### src/rtl/phase_edge_calc.sv
module phase_edge_calc #(
  parameter int W      = 16,
  parameter int FRAC   = 15,
  parameter int PEAK   = 1250,
  parameter int MARGIN = 1
) (
  input  logic                          clk,
  input  logic                          rst_n,
  input  logic                          cycle_start,
  input  logic signed [W-1:0]           ds_req,
  output logic [$clog2(PEAK+1)-1:0]     pri_rise_cmp,
  output logic [$clog2(PEAK+1)-1:0]     sec_rise_cmp,
  output logic [$clog2(PEAK+1)-1:0]     pri_fall_cmp,
  output logic [$clog2(PEAK+1)-1:0]     sec_fall_cmp
);
  localparam int CW  = $clog2(PEAK+1);
  localparam int XW  = W + CW + 4;
  localparam int MID = PEAK / 2;

  localparam logic signed [XW-1:0] LIM    = XW'(longint'(1) << (FRAC-2));
  localparam logic signed [XW-1:0] RND    = XW'(longint'(1) << (FRAC-1));
  localparam logic signed [XW-1:0] K_HALF = XW'(PEAK);
  localparam logic signed [XW-1:0] K_QTR  = XW'(MID);
  localparam logic signed [XW-1:0] MID_S  = XW'(MID);
  localparam logic signed [XW-1:0] LO_S   = XW'(MARGIN);
  localparam logic signed [XW-1:0] HI_S   = XW'(PEAK - MARGIN);

  logic signed [XW-1:0] ds_x, ds_sat, ds_prev, dlt, half_t, corr_t;
  logic signed [XW-1:0] pr_v, sr_v, pf_v, sf_v;

  function automatic logic [CW-1:0] win(input logic signed [XW-1:0] v);
    if (v < LO_S)      return CW'(MARGIN);
    else if (v > HI_S) return CW'(PEAK - MARGIN);
    else               return v[CW-1:0];
  endfunction

  assign ds_x   = XW'(ds_req);
  assign ds_sat = (ds_x > LIM) ? LIM : ((ds_x < -LIM) ? -LIM : ds_x);
  assign dlt    = ds_sat - ds_prev;

  assign half_t = (ds_sat * K_HALF + RND) >>> FRAC;
  assign corr_t = (dlt * K_QTR + RND) >>> FRAC;

  assign pr_v = MID_S - half_t + corr_t;
  assign sr_v = MID_S + half_t - corr_t;
  assign pf_v = MID_S + half_t;
  assign sf_v = MID_S - half_t;

  always_ff @(posedge clk) begin
    if (!rst_n) begin
      ds_prev      <= '0;
      pri_rise_cmp <= CW'(MID);
      sec_rise_cmp <= CW'(MID);
      pri_fall_cmp <= CW'(MID);
      sec_fall_cmp <= CW'(MID);
    end else if (cycle_start) begin
      ds_prev      <= ds_sat;
      pri_rise_cmp <= win(pr_v);
      sec_rise_cmp <= win(sr_v);
      pri_fall_cmp <= win(pf_v);
      sec_fall_cmp <= win(sf_v);
    end
  end
endmodule

### config.mk
export PLATFORM = sky130hd
export DESIGN_NAME = phase_edge_calc
export DESIGN_NICKNAME = d
export VERILOG_FILES = /design/src/rtl/phase_edge_calc.sv
export SDC_FILE = /design/constraint.sdc
export NUM_CORES = 1
export LEC_CHECK = 0
export ABC_CLOCK_PERIOD_IN_PS = 34900
export BUFFER_PORTS_ARGS = -buffer_cell sky130_fd_sc_hd__buf_2
export CAP_MARGIN = 20
export CORE_ASPECT_RATIO = 0.8
export CORE_UTILIZATION = 60
export DETAILED_ROUTE_END_ITERATION = 16
export PLACE_DENSITY = 0.78
export SLEW_MARGIN = 20
export SYNTH_ARGS = -nofsm -noshare
export SYNTH_HDL_FRONTEND = slang
export SYNTH_SLANG_ARGS = --single-unit
export TNS_END_PERCENT = 100
### constraint.sdc
create_clock -name clk -period 34.9 [get_ports clk]
set_input_delay 3.49 -clock clk [delete_from_list [all_inputs] [get_ports clk]]
set_output_delay 3.49 -clock clk [all_outputs]
set_load 0.02 [all_outputs]
# After elaboration in Yosys (flattened, before gate mapping)
# Index checks and enable logic that the tools add are counted.
# W data, S select, Z words.
totals:
  register_bits: 75
  output_inout_bits: 44
op_classes:
  add_sub_neg: 7
  n_lt_le_gt_ge: 10
  mux: 10
  multipliers: 2
ops:
  columns: ["op", "count"]
  rows:
  - ["$mux W11", 8]
  - ["$add A31 B16 Y31 const B", 2]
  - ["$gt A31 B12 Y1 const B", 2]
  - ["$lt A31 B2 Y1 const B", 2]
  - ["$mux W31", 2]
  - ["$gt A17 B12 Y1 const B", 2]
  - ["$lt A17 B2 Y1 const B", 2]
  - ["$mul A31 B11 Y30 const B", 1]
  - ["$mul A31 B11 Y31 const B", 1]
  - ["$sub A31 B31 Y31", 1]
  - ["$add A17 B16 Y18", 1]
  - ["$sub A17 B16 Y18", 1]
  - ["$add A11 B16 Y17 const A", 1]
  - ["$sub A11 B16 Y17 const A", 1]
  - ["$gt A16 B15 Y1 const B", 1]
  - ["$lt A16 B14 Y1 const B", 1]

# Logic depth before layout (Yosys ltp)
depth:
  ltp_word: 10
  ltp_mapped: 54
  depth_no_buf: 52

# Worst setup path after synthesis
# No wires, ideal clock.
synth_path:
  path_type: "input to register"
  start: "input ds_req[7]"
  end: "register pri_rise_cmp[4]"
  t_arrival_ns: 14.478
  cell_stages: 52
  path_slack_ns: 20.361
  path_cell_list: "nor4_2 > a41oi_4 > nor2_1 > clkbuf_1 > and2_1 > ha_1 > a21oi_1 > a21boi_0 > o21ai_0 > a21boi_0 > o21ai_0 > nand2b_1 > and2_1 > o21ai_0 > nand2b_1 > a21o_1 > a21o_1 > and2_1 > [16 not listed] > a41o_1 > a211o_1 > a21o_1 > a21oi_1 > inv_1 > a21oi_1 > inv_1 > a21oi_1 > xnor2_1 > xnor2_1 > ha_1 > or4_1 > nor2_1 > nand4_1 > and3_1 > a211oi_1 > and2_1 > a221o_1"
synth_via:
  elab_chain_len: 10
synth_lines:
  columns: ["item", "line", "source"]
  rows:
  - ["start: declaration", "10", "input logic signed [W-1:0] ds_req,"]
  - ["$lt A16 B14 Y1", "38", "assign ds_sat = (ds_x > LIM) ? LIM : ((ds_x < -LIM) ? -LIM : ds_x);"]
  - ["$mux W31", "38", null]
  - ["$mux W31 (*)", "38", null]
  - ["net ds_sat[3]", "28", "logic signed [XW-1:0] ds_x, ds_sat, ds_prev, dlt, half_t, corr_t;"]
  - ["$sub A31 B31 Y31 or $mul A31 B11 Y30 (tied branches)", "39, 41", null]
  - ["$mul A31 B11 Y31 or $add A31 B16 Y31 (tied branches)", "42, 41", null]
  - ["$add A31 B16 Y31 or $sub A11 B16 Y17 (tied branches)", "42, 44", null]
  - ["$add A17 B16 Y18 (*)", "44", "assign pr_v = MID_S - half_t + corr_t;"]
  - ["$gt A31 B12 Y1", "33", "else if (v > HI_S) return CW'(PEAK - MARGIN);"]
  - ["$mux W11", "33", null]
  - ["$mux W11 (*)", "32", "if (v < LO_S) return CW'(MARGIN);"]
  - ["end signal: assignment", "52", "pri_rise_cmp <= CW'(MID);"]
  - ["end signal: assignment", "58", "pri_rise_cmp <= win(pr_v);"]
  - ["end: declaration", "11", "output logic [$clog2(PEAK+1)-1:0] pri_rise_cmp,"]
# Mark *: on every way through the listed nets, which the timed path passes. The rest lies on a longest branch.
# A chain may end at the register's enable or synchronous reset.

# Final worst setup path
layout_path:
  start: "input ds_req[5]"
  end: "register sec_rise_cmp[0]"
layout_via:
  elab_chain_len: 10
layout_lines:
  columns: ["item", "line", "source"]
  rows:
  - ["$lt A16 B14 Y1", "38", null]
  - ["$mux W31", "38", null]
  - ["$mux W31 (*)", "38", null]
  - ["net ds_sat[3]", "28", null]
  - ["$sub A31 B31 Y31 or $mul A31 B11 Y30 (tied branches)", "39, 41", null]
  - ["$mul A31 B11 Y31 or $add A31 B16 Y31 (tied branches)", "42, 41", null]
  - ["$add A31 B16 Y31 or $add A11 B16 Y17 (tied branches)", "42, 45", null]
  - ["$sub A17 B16 Y18 (*)", "45", "assign sr_v = MID_S + half_t - corr_t;"]
  - ["$gt A31 B12 Y1", "33", null]
  - ["$mux W11", "33", null]
  - ["$mux W11 (*)", "32", null]
  - ["end signal: assignment", "53", "sec_rise_cmp <= CW'(MID);"]
  - ["end signal: assignment", "59", "sec_rise_cmp <= win(sr_v);"]
  - ["end: declaration", "12", "output logic [$clog2(PEAK+1)-1:0] sec_rise_cmp,"]
# Marks and branches as above.

==> flow_metrics.py <==
metrics = {
    "run_status": {
        "outcome": "finished, violations left",
        "violations": "design-rule violations",
    },
    "clock_tree": {
        "clkLatencyLatePin_ns": 0.34,
        "cts_sinks": 60,
        "htree_levels": 3,
        "cts_buffers": 9,
        "clock_path_buffers": 2,
        "cts_resized": 0,
        "cts_setup_buffers": 0,
        "cts_hold_buffers": 0,
        "clkSlewWorstSetupHoldPaths_ns": 0.06,
        "ctsRootBufferMaster": "clkbuf_16",
        "cts_tree": "built",
    },
    "setup_path": {
        "worstReg2RegStart": "ds_prev[0]$_SDFFE_PN0P_",
        "slowest_stage": "o31ai_1",
        "rrSetupSlack_ns": 23.57,
        "r2r.worst_path.cells": 48,
        "cp_data_required_time_ns": 35.14,
        "endpoint_kind": "register",
        "cp-start-kind": "primary input",
        "crit_buf_inv": 6,
        "crit_fanout": 13,
        "r2r-end": "sec_rise_cmp[0]$_SDFFE_PN1P_",
        "cp.depth": 51,
        "crit_family": "compound AO/OA/AOI/OAI gates",
        "crit_type": "in -> reg",
        "cp.arrival_ns": 15.99,
        "cp_slowest_stage_delay_ns": 0.70,
    },
    "worst_hold_path": {
        "min_delay_path_depth": 2,
        "whs_endpoint": "sec_rise_cmp[2]$_SDFFE_PN0P_",
        "hp-class": "reg -> reg",
        "hold_start": "sec_rise_cmp[2]$_SDFFE_PN0P_",
    },
    "logic_synthesis": {
        "synth_seq_area_share_pct": 9.26,
        "yosysTopAreaCellShare_pct": 24.6,
        "ys_seq_elements": 60,
        "synth_top_cell_by_area": "ha_1",
        "synth.avg_cell_area_sq_um": 8.59,
        "ys_types": 99,
        "syn_nets": 1897,
        "synth_edf_count": 0,
        "postSynthCellCount": 1510,
        "syn_area_sq_mm": 0.0130,
        "ys_warn_count": 0,
        "async_reset_ff_share_pct": 0,
        "synth-main-ff-cell": "dfxtp_1",
        "synth_area_leaders": "ha_1, fa_1, dfxtp_1",
        "netlist_top_cells_count": "inv_1, ha_1, fa_1, nand2_1, a21oi_1",
        "yosys.cell_count.top_type": "inv_1",
    },
    "sta": {
        "finalWorstPathRequiredPeriod_ns": 15.76,
        "rsz0062_at_grt": "false",
        "finalSetupTns_ns": 0,
        "timing.max_slew.rel_slack_pct": 37.0,
        "setup_violations": 0,
        "tightest_slew_ns": 0.942,
        "skew_ns": 0.00496,
        "drv_slew": 0,
        "max_freq_ghz": 0.0635,
        "hold_ws_ns": 0.453,
        "fin_ws_ns": 19.14,
        "fin_crit_sh_pct": 45.1,
        "finalHoldViolCount": 0,
    },
    "floorplanning": {
        "placeableCoreArea_sq_mm": 0.0209,
        "die_h_microns": 133,
        "dieArea_sq_mm": 0.0222,
        "rows": 47,
        "initial_core_util_pct": 61.9,
        "floorplan.die.width_microns": 166,
        "io_pins": 63,
    },
    "global_route": {
        "grt_use_total_pct": 30.2,
        "grt_pass1_vias": 10720,
        "gr-total-overflow": 0,
        "grt_start_max_net_pins": 51,
        "antenna_found_initial": 0,
        "grt_pass1_wl_microns": 53700,
    },
    "routing": {
        "drc": 2,
        "via_per_inst": 5.90,
        "drt-pass1-iter-count": 11,
        "drtIter0Drc": 822,
        "final_antenna_net_count": 0,
        "wl_per_cell_microns": 17.7,
        "drt_wl_total_microns": 32600,
        "num_vias": 10841,
    },
    "flow_run": {
        "cap_viol_max_count": 0,
    },
    "place": {
        "gp_congestion": 0.926,
        "place_ws_ns": 18.68,
        "io_buffers": 62,
        "dpl.hpwl_microns": 27500,
        "place_inst": 1821,
    },
    "final_layout": {
        "syn_to_final_growth_pct": 6.63,
        "diodes": 0,
        "multi_input_area_sq_mm": 0.0106,
        "regArea_sq_mm": 0.00120,
        "fill_cells": 1745,
        "final_nets": 1950,
        "drive_gt1_share_pct": 8.04,
        "stdcell_count": 1837,
    },
}
cells in the final DEF (no fill, tap or decap), types with 13 or more instances in the layout:
master    count
nand2_1      98
nand3_1      26
nand4_1      13
buf_2        62
and2_1       29
nor2_1       76
xor2_1       36
nand2b_1     17
ha_1        255
nor3_1       13
o21ai_0      53
inv_1       273
xnor2_1      47
a21o_1       32
a21oi_1      91
o21bai_1     15
fa_1        113
dfxtp_1      60
and3_1       14
logic make-up after synthesis:
logic type	after synthesis	share of synthesized area [%]
adder cells (fa/ha/maj)	369	42.1
AND/OR/NAND/NOR	341	13.8
AO/OA/AOI/OAI	340	18.2
buffers and inverters	299	8.77
multiplexers	9	0.762
XOR/XNOR	92	7.00
flip-flops	60	9.26
through the flow:
step	cell area, sq um	util [%]
detailed placement	13500	64.7
finish	13800	66.1
CTS	13800	66.0
global route	13800	66.1
floorplan	13000	-
global placement	13500	64.7
metal layers:
metal	part of all wire (%)	track usage (%)
met1	46	41.5
met4	2.5	7.66
met5	0	0
met2	45	49.6
met3	6.4	4.75
worst register-to-register path: cells and delay by family (launching register included):
| family | cells | cell delay (ns) |
|---|---|---|
| and+or+nand+nor | 10 | 1.30 |
| adders and majority gates | 9 | 3.55 |
| muxes | 1 | 0.23 |
| buffers and inverters | 6 | 0.32 |
| AOI/OAI and AO/OA | 20 | 4.94 |
| xor gates and xnor gates | 2 | 0.53 |
| DFF | 1 | 0.33 |
worst max-delay path by stage:
stage	start	to	slack, ns
2_1_floorplan	ds_req[7]	pri_rise_cmp[4]$_SDFFE_PN1P_	20.36
3_3_place_gp	ds_req[5]	pri_rise_cmp[4]$_SDFFE_PN1P_	19.11
3_5_place_dp	ds_req[5]	pri_rise_cmp[9]$_SDFFE_PN1P_	18.68
4_1_cts	ds_req[5]	pri_rise_cmp[4]$_SDFFE_PN1P_	19.01
5_1_grt	ds_req[5]	pri_rise_cmp[4]$_SDFFE_PN1P_	17.99
6_report	ds_req[5]	sec_rise_cmp[0]$_SDFFE_PN1P_	19.14
area by class of cell:
class	count	share of cell area (%)
Inverter	274	7.44
Tap cell	269	2.43
Clock inverter	5	0.262
Clock buffer	11	1.76
Timing Repair Buffer	67	2.52
Multi-Input combinational cell	1151	76.9
Sequential cell	60	8.69
flip-flops by register name (all words and copies together), names as in the netlist:
register      flops
ds_prev          16
pri_fall_cmp     11
pri_rise_cmp     11
sec_fall_cmp     11
sec_rise_cmp     11
Power is left out: the tool's default activity adds up to more than one toggle a clock period on the data nets, which glitch-free logic cannot reach.
